**config.mk**
```make
export PLATFORM = sky130hd
export DESIGN_NAME = gp_timer
export DESIGN_NICKNAME = d
export VERILOG_FILES = /design/src/rtl/gpt_pkg.sv /design/src/rtl/gpt_tick_div.sv /design/src/rtl/gpt_count_cmp.sv /design/src/rtl/gp_timer.sv
export SDC_FILE = /design/constraint.sdc
export NUM_CORES = 1
export LEC_CHECK = 0
export ABC_AREA = 1
export BUFFER_PORTS_ARGS = -buffer_cell sky130_fd_sc_hd__buf_4
export CORE_ASPECT_RATIO = 1.75
export CORE_MARGIN = 8
export CORE_UTILIZATION = 45
export CTS_CLUSTER_SIZE = 28
export DETAILED_ROUTE_END_ITERATION = 10
export MAX_ROUTING_LAYER = met4
export PLACE_DENSITY = 0.71
export SYNTH_ARGS = -nofsm -noshare
export SYNTH_HDL_FRONTEND = slang
export SYNTH_SLANG_ARGS = --single-unit
```
**constraint.sdc**
```tcl
create_clock -name clk -period 2 [get_ports clk]
set_input_delay 0.1 -clock clk [delete_from_list [all_inputs] [get_ports clk]]
set_output_delay 0.1 -clock clk [all_outputs]
set_load 0.005 [all_outputs]
```
**src/rtl/gpt_pkg.sv**
```systemverilog
package gpt_pkg;
  // register word indices
  localparam logic [3:0] IDX_CTRL = 4'd0;
  localparam logic [3:0] IDX_PRE  = 4'd1;
  localparam logic [3:0] IDX_STAT = 4'd2;
  localparam logic [3:0] IDX_MASK = 4'd3;
  localparam logic [3:0] IDX_CMP1 = 4'd4;
  localparam logic [3:0] IDX_CMP2 = 4'd5;
  localparam logic [3:0] IDX_CMP3 = 4'd6;
  localparam logic [3:0] IDX_CAP1 = 4'd7;
  localparam logic [3:0] IDX_CAP2 = 4'd8;
  localparam logic [3:0] IDX_CNT  = 4'd9;

  // control bit positions
  localparam int CB_RUN    = 0;
  localparam int CB_ZEROEN = 1;
  localparam int CB_SRC_LO = 6;
  localparam int CB_FREE   = 9;
  localparam int CB_SOFT   = 15;

  // control bits always written as zero (includes the self-clearing soft reset)
  localparam logic [31:0] CTRL_FORCE0 = 32'h0000_FC14;
  // control bits cleared by a soft reset
  localparam logic [31:0] CTRL_SOFTCLR = 32'h0000_003F;

  // status layout
  localparam int STAT_W  = 6;
  localparam int SB_WRAP = 5;
  localparam int NCMP    = 3;

  // count source codes
  localparam logic [2:0] SRC_FAST_A = 3'd1;
  localparam logic [2:0] SRC_FAST_B = 3'd2;
  localparam logic [2:0] SRC_SLOW   = 3'd4;
endpackage

```
**src/rtl/gpt_tick_div.sv**
```systemverilog
module gpt_tick_div
  import gpt_pkg::*;
#(
  parameter int PRE_W = 12
) (
  input  logic             clk,
  input  logic             rst,
  input  logic             clr,
  input  logic             run,
  input  logic [2:0]       src,
  input  logic             main_tick,
  input  logic             slow_tick,
  input  logic [PRE_W-1:0] pre,
  output logic             adv
);
  logic             sel_tick;
  logic [PRE_W-1:0] div_q;
  logic             div_end;

  always_comb begin
    case (src)
      SRC_FAST_A, SRC_FAST_B: sel_tick = main_tick;
      SRC_SLOW:               sel_tick = slow_tick;
      default:                sel_tick = 1'b0;
    endcase
  end

  assign div_end = (div_q >= pre);
  assign adv     = run & sel_tick & div_end;

  always_ff @(posedge clk) begin
    if (rst || clr) begin
      div_q <= '0;
    end else if (run && sel_tick) begin
      div_q <= div_end ? '0 : div_q + 1'b1;
    end
  end

  // an unselected or undefined source never produces an advance
  a_r3_no_source: assert property (@(posedge clk) disable iff (rst)
    !(src == SRC_FAST_A || src == SRC_FAST_B || src == SRC_SLOW) |-> !adv);
  // the divider restarts after every advance
  a_r4_div_restart: assert property (@(posedge clk) disable iff (rst)
    adv |=> div_q == '0);
endmodule

```
**src/rtl/gpt_count_cmp.sv**
```systemverilog
module gpt_count_cmp
  import gpt_pkg::*;
#(
  parameter int CNT_W = 32
) (
  input  logic                       clk,
  input  logic                       rst,
  input  logic                       clr,
  input  logic                       adv,
  input  logic                       restart_mode,
  input  logic [NCMP-1:0][CNT_W-1:0] cmp_vals,
  output logic [CNT_W-1:0]           cnt,
  output logic [NCMP-1:0]            hit,
  output logic                       wrap
);
  localparam logic [CNT_W-1:0] CNT_TOP = '1;

  logic [CNT_W-1:0] cnt_q;
  logic [CNT_W-1:0] cnt_nxt;
  logic             back_to_zero;

  assign back_to_zero = restart_mode && (cnt_q == cmp_vals[0]);
  assign cnt_nxt      = back_to_zero ? '0 : cnt_q + 1'b1;
  assign wrap         = adv && (cnt_q == CNT_TOP);
  assign cnt          = cnt_q;

  for (genvar i = 0; i < NCMP; i++) begin : g_cmp
    assign hit[i] = adv && (cnt_nxt == cmp_vals[i]);
  end

  always_ff @(posedge clk) begin
    if (rst || clr) begin
      cnt_q <= '0;
    end else if (adv) begin
      cnt_q <= cnt_nxt;
    end
  end

  // a wrap always lands on zero
  a_r5_wrap_zero: assert property (@(posedge clk) disable iff (rst)
    (wrap && !clr) |=> cnt_q == '0);
  // restart mode returns to zero after the first compare value
  a_r6_restart_zero: assert property (@(posedge clk) disable iff (rst)
    (adv && restart_mode && cnt_q == cmp_vals[0] && !clr) |=> cnt_q == '0);
  // without an advance or a clear the count holds
  a_r11_hold: assert property (@(posedge clk) disable iff (rst)
    (!adv && !clr) |=> $stable(cnt_q));
endmodule

```
**src/rtl/gp_timer.sv**
```systemverilog
module gp_timer
  import gpt_pkg::*;
#(
  parameter int CNT_W = 32,
  parameter int PRE_W = 12
) (
  input  logic        clk,
  input  logic        rst,
  input  logic        wr_en,
  input  logic        rd_en,
  input  logic [3:0]  addr,
  input  logic [31:0] wdata,
  output logic [31:0] rdata,
  input  logic        main_tick,
  input  logic        slow_tick,
  output logic        irq
);
  localparam int DATA_W = 32;

  logic [DATA_W-1:0]           ctrl_q;
  logic [PRE_W-1:0]            pre_q;
  logic [STAT_W-1:0]           stat_q;
  logic [STAT_W-1:0]           mask_q;
  logic [NCMP-1:0][CNT_W-1:0]  cmp_q;
  logic                        irq_q;
  logic [DATA_W-1:0]           rdata_q;

  logic [CNT_W-1:0]  cnt;
  logic [NCMP-1:0]   hit;
  logic              cnt_wrap;
  logic              adv;

  logic              wr_ctrl, soft_rst, run_rise, cmp1_restart, clr_cnt;
  logic [DATA_W-1:0] ctrl_wval;
  logic [STAT_W-1:0] stat_evt, stat_clr;

  assign wr_ctrl      = wr_en && (addr == IDX_CTRL);
  assign ctrl_wval    = wdata & ~CTRL_FORCE0;
  assign soft_rst     = wr_ctrl && wdata[CB_SOFT];
  assign run_rise     = wr_ctrl && !soft_rst && wdata[CB_RUN] && wdata[CB_ZEROEN]
                        && !ctrl_q[CB_RUN];
  assign cmp1_restart = wr_en && (addr == IDX_CMP1) && !ctrl_q[CB_FREE];
  assign clr_cnt      = soft_rst || run_rise || cmp1_restart;

  gpt_tick_div #(.PRE_W(PRE_W)) u_div (
    .clk       (clk),
    .rst       (rst),
    .clr       (clr_cnt),
    .run       (ctrl_q[CB_RUN]),
    .src       (ctrl_q[CB_SRC_LO+2:CB_SRC_LO]),
    .main_tick (main_tick),
    .slow_tick (slow_tick),
    .pre       (pre_q),
    .adv       (adv)
  );

  gpt_count_cmp #(.CNT_W(CNT_W)) u_cnt (
    .clk          (clk),
    .rst          (rst),
    .clr          (clr_cnt),
    .adv          (adv),
    .restart_mode (!ctrl_q[CB_FREE]),
    .cmp_vals     (cmp_q),
    .cnt          (cnt),
    .hit          (hit),
    .wrap         (cnt_wrap)
  );

  always_comb begin
    stat_evt = '0;
    if (!clr_cnt) begin
      stat_evt[NCMP-1:0] = hit;
      stat_evt[SB_WRAP]  = cnt_wrap;
    end
    stat_clr = (wr_en && addr == IDX_STAT) ? wdata[STAT_W-1:0] : '0;
  end

  // register file
  always_ff @(posedge clk) begin
    if (rst) begin
      ctrl_q <= '0;
      pre_q  <= '0;
      stat_q <= '0;
      mask_q <= '0;
      cmp_q  <= '1;
    end else if (soft_rst) begin
      ctrl_q <= ctrl_wval & ~CTRL_SOFTCLR;
      pre_q  <= '0;
      stat_q <= '0;
      mask_q <= '0;
      cmp_q  <= '1;
    end else begin
      stat_q <= (stat_q & ~stat_clr) | stat_evt;
      if (wr_en) begin
        case (addr)
          IDX_CTRL: ctrl_q <= ctrl_wval;
          IDX_PRE:  pre_q  <= wdata[PRE_W-1:0];
          IDX_MASK: mask_q <= wdata[STAT_W-1:0];
          IDX_CMP1: cmp_q[0] <= wdata[CNT_W-1:0];
          IDX_CMP2: cmp_q[1] <= wdata[CNT_W-1:0];
          IDX_CMP3: cmp_q[2] <= wdata[CNT_W-1:0];
          default: ;
        endcase
      end
    end
  end

  // registered interrupt and read data
  always_ff @(posedge clk) begin
    if (rst) begin
      irq_q <= 1'b0;
    end else begin
      irq_q <= (|(stat_q & mask_q)) && ctrl_q[CB_RUN];
    end
  end

  always_ff @(posedge clk) begin
    if (rst) begin
      rdata_q <= '0;
    end else if (rd_en) begin
      rdata_q <= '0;
      case (addr)
        IDX_CTRL: rdata_q <= ctrl_q;
        IDX_PRE:  rdata_q[PRE_W-1:0]  <= pre_q;
        IDX_STAT: rdata_q[STAT_W-1:0] <= stat_q;
        IDX_MASK: rdata_q[STAT_W-1:0] <= mask_q;
        IDX_CMP1: rdata_q[CNT_W-1:0]  <= cmp_q[0];
        IDX_CMP2: rdata_q[CNT_W-1:0]  <= cmp_q[1];
        IDX_CMP3: rdata_q[CNT_W-1:0]  <= cmp_q[2];
        IDX_CNT:  rdata_q[CNT_W-1:0]  <= cnt;
        default: ;
      endcase
    end
  end

  assign rdata = rdata_q;
  assign irq   = irq_q;

  // forced-zero control bits never hold a 1
  a_r2_ctrl_clean: assert property (@(posedge clk) disable iff (rst)
    (ctrl_q & CTRL_FORCE0) == '0);
  // a rollover event survives a same-cycle clear
  a_r8_wrap_wins: assert property (@(posedge clk) disable iff (rst)
    (cnt_wrap && !clr_cnt) |=> stat_q[SB_WRAP]);
  // a compare-1 event survives a same-cycle clear
  a_r8_hit_wins: assert property (@(posedge clk) disable iff (rst)
    (hit[0] && !clr_cnt) |=> stat_q[0]);
  // interrupt tracks masked status while running, one cycle later
  a_r9_irq_level: assert property (@(posedge clk) disable iff (rst)
    1'b1 |=> irq == $past((|(stat_q & mask_q)) && ctrl_q[CB_RUN]));
  // soft reset empties status, mask and counter
  a_r10_soft: assert property (@(posedge clk) disable iff (rst)
    soft_rst |=> (stat_q == '0 && mask_q == '0 && cnt == '0 && !ctrl_q[CB_RUN]));
  // compare-1 write in restart mode zeroes the count
  a_r12_cmp1_restart: assert property (@(posedge clk) disable iff (rst)
    cmp1_restart |=> cnt == '0);
endmodule

```
==> out/metrics.yaml, run 1 <==
cp.required_ns: 2.47
ir_drop_v: 0.000644
h-tree-depth: 1
path_clk_slew_ns: 0.07
cts-root-buf: "clkbuf_16"
cts_made_buffers: 23
share_seq_of_total_power_pct: 45.5
place_congestion: 1.05
tritoncts: "done"
syn-num-nets: 1920
r2r-end: "stat_q[0]"
synth_compound_gate_area_share_pct: 20.1
grt_setup_unrepaired: "yes"
routed_wl_um: 56300
postRouteAntennaNets: 0
drtIter0Drc: 1105
leakage_uw: 0.00905
reg2reg_depth: 20
clkSinkCount: 221
fmax_ghz: 0.383
cp-end-kind: "flip-flop"
p_clk_share_pct: 45.2
fin_nets: 2315
status: "finished with violations"
grt_usage_pct: 34.1
wire_per_inst_um: 21.3
failed_checks: "negative setup slack"
synthMuxAreaShare_pct: 0
ys_types: 43
first_pass_iters: 5
ios: 75
critPathKind: "flip-flop to flip-flop"
grt_overflow: 0
synth.most_common_cell: "nand2_1"
r2r-start: "cmp_q[19]"
clockBufferDepth: 3
crit_start: "cmp_q[19]"
p_sw_uw: 2520
async_reset_ff_share_pct: 0
tightest_slew_ns: 0.794
coreArea_um2: 27200
die_w_um: 142
fin_util_pct: 66.3
io_buffer_count: 74
synth_top_area_cell: "dfxtp_1"
crit_fanout: 9
synth_edf_count: 0
synthTopCellsByCount: "nand2_1, inv_1, dfxtp_1, nor2_1, a21oi_1"
crit_top_cell: "nand2_1"
synthFlopType: "dfxtp_1"
fin_crit_ns: 2.61
clock_latency_ns: 0.54
r2r_slack_ns: -0.61
grt_pass1_vias: 14900
grt_pass1_wl_um: 84500
crit_cells: 20
antenna_cells: 0
crit_end: "stat_q[0]"
synth_xor_area_share_pct: 3.47
maxSlewViolCount: 0
synth_top_family_by_area: "simple AND/OR/NAND/NOR gates"
area_delta_synth_final_pct: 45.6
routed_via_density: 5.58
cp_top_family: "simple AND/OR/NAND/NOR gates"
seq_area_frac_synth_pct: 35.7
fp.dieH_um: 236
yosys_warnings: 0
comb_power_share_pct: 9.3
synth_cells: 1864
initial_core_util_pct: 45.6
critPathMaxStageDelay_ns: 0.35
crit_path_start_kind: "flip-flop"
cp.arrival_ns: 3.08
finalCritPeriodShare_pct: 131
synth_top_area_share_pct: 35.7
fin_hold_ws_ns: 0.0799
max_cap_violations: 0
crit_chain: "inv_1 -> nand2_1 -> nand2_1 -> inv_1 -> nand2_1 -> nor2_2 -> nand2_2 -> nor2_2 -> nand3_4 -> buf_12 -> nand3_1 -> nand2_1 -> nor2_1 -> nand2_2 -> nor2_4 -> buf_6 -> nand2_2 -> nor2_1 -> nand2_1 -> a21oi_1"
hold_class: "input port to flip-flop"
finalHoldViolCount: 0
fin_ws_ns: -0.611
finClkSkew_ns: 0.0188
dieArea_um2: 33300
rows: 80
swShare_pct: 25.2
synth-simple-area-share_pct: 28.8
intPower_uw: 7470
slowest_stage: "dfxtp_1"
grt_antenna_before_repair: 0
drive_gt1_share_pct: 31.5
syn_area_um2: 12400
route.detailed.drc: 0
p_per_area_nw_per_um2: 553
grt_max_degree: 65
path_buf_inv: 4
ys_ff_latch: 221
synthTopCellsByArea: "dfxtp_1, nand2_1, inv_1, o211ai_1, a21oi_1"
setup_viol: 45
dp_hpwl_um: 42000
relSlewSlack_pct: 47.1
vias: 14700
avgSynthCellArea_um2: 6.65
synthAdderAreaFrac_pct: 1.41
-- cell families after synthesis --
group                      Yosys count
adders and majority gates           14
xor gates and xnor gates            44
and+or+nand+nor                    849
AOI/OAI and AO/OA                  398
DFF                                221
buffers and inverters              338
-- per-layer routing --
metal / part of all wire, % / GRT usage, % / vias to the layer above
met1: 35 / 32.8 / 6931
met4: 9.3 / 27.8 / 0
met3: 5.2 / 3.98 / 268
li1: - / - / 6935
met5: 0 / - / -
met2: 51 / 60.4 / 611
-- repair_timing --
action / 4_1_cts / 5_1_grt
setup buffers: 19 / 17
endpoints found under the setup margin: 48 / 48
pin swaps: 41 / 47
resized for setup: 194 / 137
hold buffers: 32 / 0
cloned: 6 / 1
hold endpoints to repair: 127 / 0
-- worst min-delay path by stage --
stage | startpoint | slack (ns) | cells after the start | to
finish | rd_en | 0.08 | 3 | rdata[22]
global route | rd_en | 0.08 | 3 | rdata[19]
CTS | rd_en | 0.06 | 3 | rdata[22]
detailed placement | wdata[2] | 0.38 | 3 | pre_q[2]
global placement | wdata[2] | 0.38 | 3 | pre_q[2]
floorplan | wdata[0] | 0.25 | 2 | pre_q[0]
-- final cells by class --
cell class / instances / area (um2)
multi-input combinational: 1305 / 7470
timing repair buffer: 458 / 3940
clock buffer: 30 / 632
inverter: 250 / 948
fill: 2560 / 9160
clock inverter: 9 / 131
sequential: 221 / 4480
tap: 369 / 462
-- worst reg2reg max path: stages, from the launching register on --
cell,delay [ns]
dfxtp_1,0.35
inv_1,0.08
nand2_1,0.09
nand2_1,0.05
inv_1,0.05
nand2_1,0.05
nor2_2,0.15
nand2_2,0.11
nor2_2,0.14
nand3_4,0.17
buf_12,0.20
nand3_1,0.08
nand2_1,0.11
nor2_1,0.18
nand2_2,0.12
nor2_4,0.15
buf_6,0.12
nand2_2,0.05
nor2_1,0.09
nand2_1,0.09
a21oi_1,0.14
-- cell usage in the layout (no fill, tap or decap), types with 34 or more instances in the layout --
cell      Yosys  layout
inv_1       240     223
nor2_1      133      93
nand3_1     108      92
nand2_1     528     497
a21oi_1     118      94
o22ai_1      53      53
buf_4         0     378
nor2_2        5      35
dfxtp_1     221     187
nand2_2      11      34
o211ai_1     98      98
-- flip-flops by register name, indices dropped and copies added, names as in the netlist --
signal,cells
rdata,32
pre_q,12
u_div.div_q,12
ctrl_q,24
irq,1
mask_q,6
u_cnt.cnt,32
cmp_q,96
stat_q,6
-- power groups by stage --
stage,Sequential [uW],Combinational (uW),Clock (uW)
6_report,4550,927,4520
5_1_grt,4550,990,4730
4_1_cts,4550,893,4570
3_5_place_dp,4650,800,0
3_3_place_gp,4650,792,0
2_1_floorplan,4630,388,0
-- metrics by stage --
stage | setup slack [ns] | TNS [ns] | std cells | power, uW | instance area (um2)
2_1_floorplan | 0.00510 | 0 | 1864 | 5020 | 12400
3_3_place_gp | -0.875 | -12.21 | 2538 | 5440 | 15600
3_5_place_dp | -0.917 | -15.69 | 2538 | 5450 | 15600
4_1_cts | -0.632 | -9.87 | 2633 | 10000 | 17600
5_1_grt | -0.738 | -13.06 | 2642 | 10300 | 18100
6_report | -0.611 | -9.90 | 2642 | 9990 | 18100
Power figures use the tool's default switching activity.
==> run 2, diff against run 1 <==
--- a/config.mk
+++ b/config.mk
@@ -12,6 +12,7 @@
 export CORE_UTILIZATION = 45
 export CTS_CLUSTER_SIZE = 28
 export DETAILED_ROUTE_END_ITERATION = 10
+export GPL_TIMING_DRIVEN = 0
 export MAX_ROUTING_LAYER = met4
 export PLACE_DENSITY = 0.71
 export SYNTH_ARGS = -nofsm -noshare
==> out/metrics.yaml, run 2 (synthesis results as in run 1) <==
status: "finished with violations"
failed_checks: "negative setup slack"
leakage_uw: 0.00805
route.detailed.drc: 0
largest-register: "cmp_q"
dp_hpwl_um: 48700
grt_antenna_before_repair: 1
hold_class: "input port to flip-flop"
fin_crit_ns: 2.70
ir_drop_v: 0.000714
grt_setup_unrepaired: "yes"
path_clk_slew_ns: 0.07
cp.required_ns: 2.47
io_buffer_count: 72
grt_max_degree: 15
fin_hold_ws_ns: 0.0277
fin_nets: 2127
routed_via_density: 6.00
initial_core_util_pct: 45.6
vias: 14700
fmax_ghz: 0.370
area_delta_synth_final_pct: 35.5
clock_latency_ns: 0.55
critPathKind: "flip-flop to flip-flop"
fin_ws_ns: -0.699
grt_pass1_vias: 14400
routed_wl_um: 66700
die_w_um: 142
maxSlewViolCount: 0
cts_made_buffers: 22
grt_pass1_wl_um: 94400
coreArea_um2: 27200
place_congestion: 1.08
final_common_cell: "nand2_1"
place_ws_ns: -1.60
finalHoldViolCount: 0
grt_usage_pct: 40.2
placed_area_um2: 13400
fp.dieH_um: 236
tns_ns: -7.84
tritoncts: "done"
largest_register_ff_count: 96
ios: 75
cp.arrival_ns: 3.17
tightest_slew_ns: 1.13
finalCritPeriodShare_pct: 135
h-tree-depth: 1
final_cell_mix: "nand2_1, inv_1, dfxtp_1"
rows: 80
setup_viol: 44
clockBufferDepth: 3
drive_gt1_share_pct: 27.0
p_per_area_nw_per_um2: 584
clkSinkCount: 221
grt_overflow: 0
postRouteAntennaNets: 0
dieArea_um2: 33300
fin_area_um2: 16800
wire_per_inst_um: 27.2
crit_path_start_kind: "flip-flop"
finClkSkew_ns: 0.0137
first_pass_iters: 6
relSlewSlack_pct: 25.0
max_cap_violations: 0
cp-end-kind: "flip-flop"
cts-root-buf: "clkbuf_16"
drtIter0Drc: 1359
crit_fanout: 6
-- run 2: repair_timing --
| item | 4_1_cts | 5_1_grt |
|---|---|---|
| setup endpoints to repair | 196 | 127 |
| hold endpoints to repair | 131 | 0 |
| resized for setup | 364 | 178 |
| cloned | 5 | 1 |
| hold buffers | 32 | 0 |
| setup buffers | 48 | 30 |
| pin swaps | 56 | 61 |
-- run 2: cell type report --
type / instances / area (um2)
Sequential cell: 221 / 4570
Tap cell: 369 / 462
Antenna cell: 1 / 2.50
Buffer: 87 / 638
Clock buffer: 30 / 632
Inverter: 250 / 975
Clock inverter: 7 / 88.8
Timing Repair Buffer: 184 / 1620
Multi-Input combinational cell: 1305 / 7830
Fill cell: 2582 / 10400
-- run 2: routing by layer --
| layer | track usage (%) | wire length (um) | up-vias |
|---|---|---|---|
| met5 | - | 0 | - |
| met3 | 7.57 | 5120 | 359 |
| met4 | 35.0 | 6880 | 0 |
| met2 | 66.8 | 32200 | 903 |
| li1 | - | - | 6565 |
| met1 | 39.6 | 22600 | 6889 |
-- run 2: path summary, 6_finish.rpt --
kind | start | to | slack [ns] | depth (start not counted)
worst max register to register | u_cnt.cnt[2] | stat_q[2] | -0.70 | 17
worst min-delay path | addr[0] | mask_q[0] | 0.03 | 4
worst min register to register | stat_q[4] | stat_q[4] | 0.46 | 2
worst max-delay path | u_cnt.cnt[2] | stat_q[2] | -0.70 | 17
-- run 2: power by group --
part | leakage, uW | internal [uW] | switching, uW
Clock | 0.000358 | 2460 | 1910
Combinational | 0.00588 | 315 | 612
Sequential | 0.00181 | 4450 | 75.2
Total | 0.00805 | 7220 | 2600
-- run 2: critical path: stages (launching register included) --
cell and delay (ns):
dfxtp_1 0.30, buf_4 0.17, xor2_1 0.15, nor2_1 0.12, nand3_2 0.15, nor2_4 0.16
nand3_4 0.10, buf_8 0.16, buf_12 0.15, nand3b_1 0.30, nand2_1 0.12, nor2_2 0.11
nand2_1 0.08, nor2_2 0.12, nand2_2 0.11, clkinv_2 0.08, nand3_4 0.09, a21oi_1 0.15
-- run 2: stage by stage --
stage / util [%] / power, uW / instances
after CTS: 59.0 / 9760 / 2427
after global placement: 49.3 / 5410 / 2305
final: 61.8 / 9820 / 2454
after floorplan: - / 5020 / 1864
after global routing: 61.8 / 10000 / 2454
after detailed placement: 49.3 / 5420 / 2305
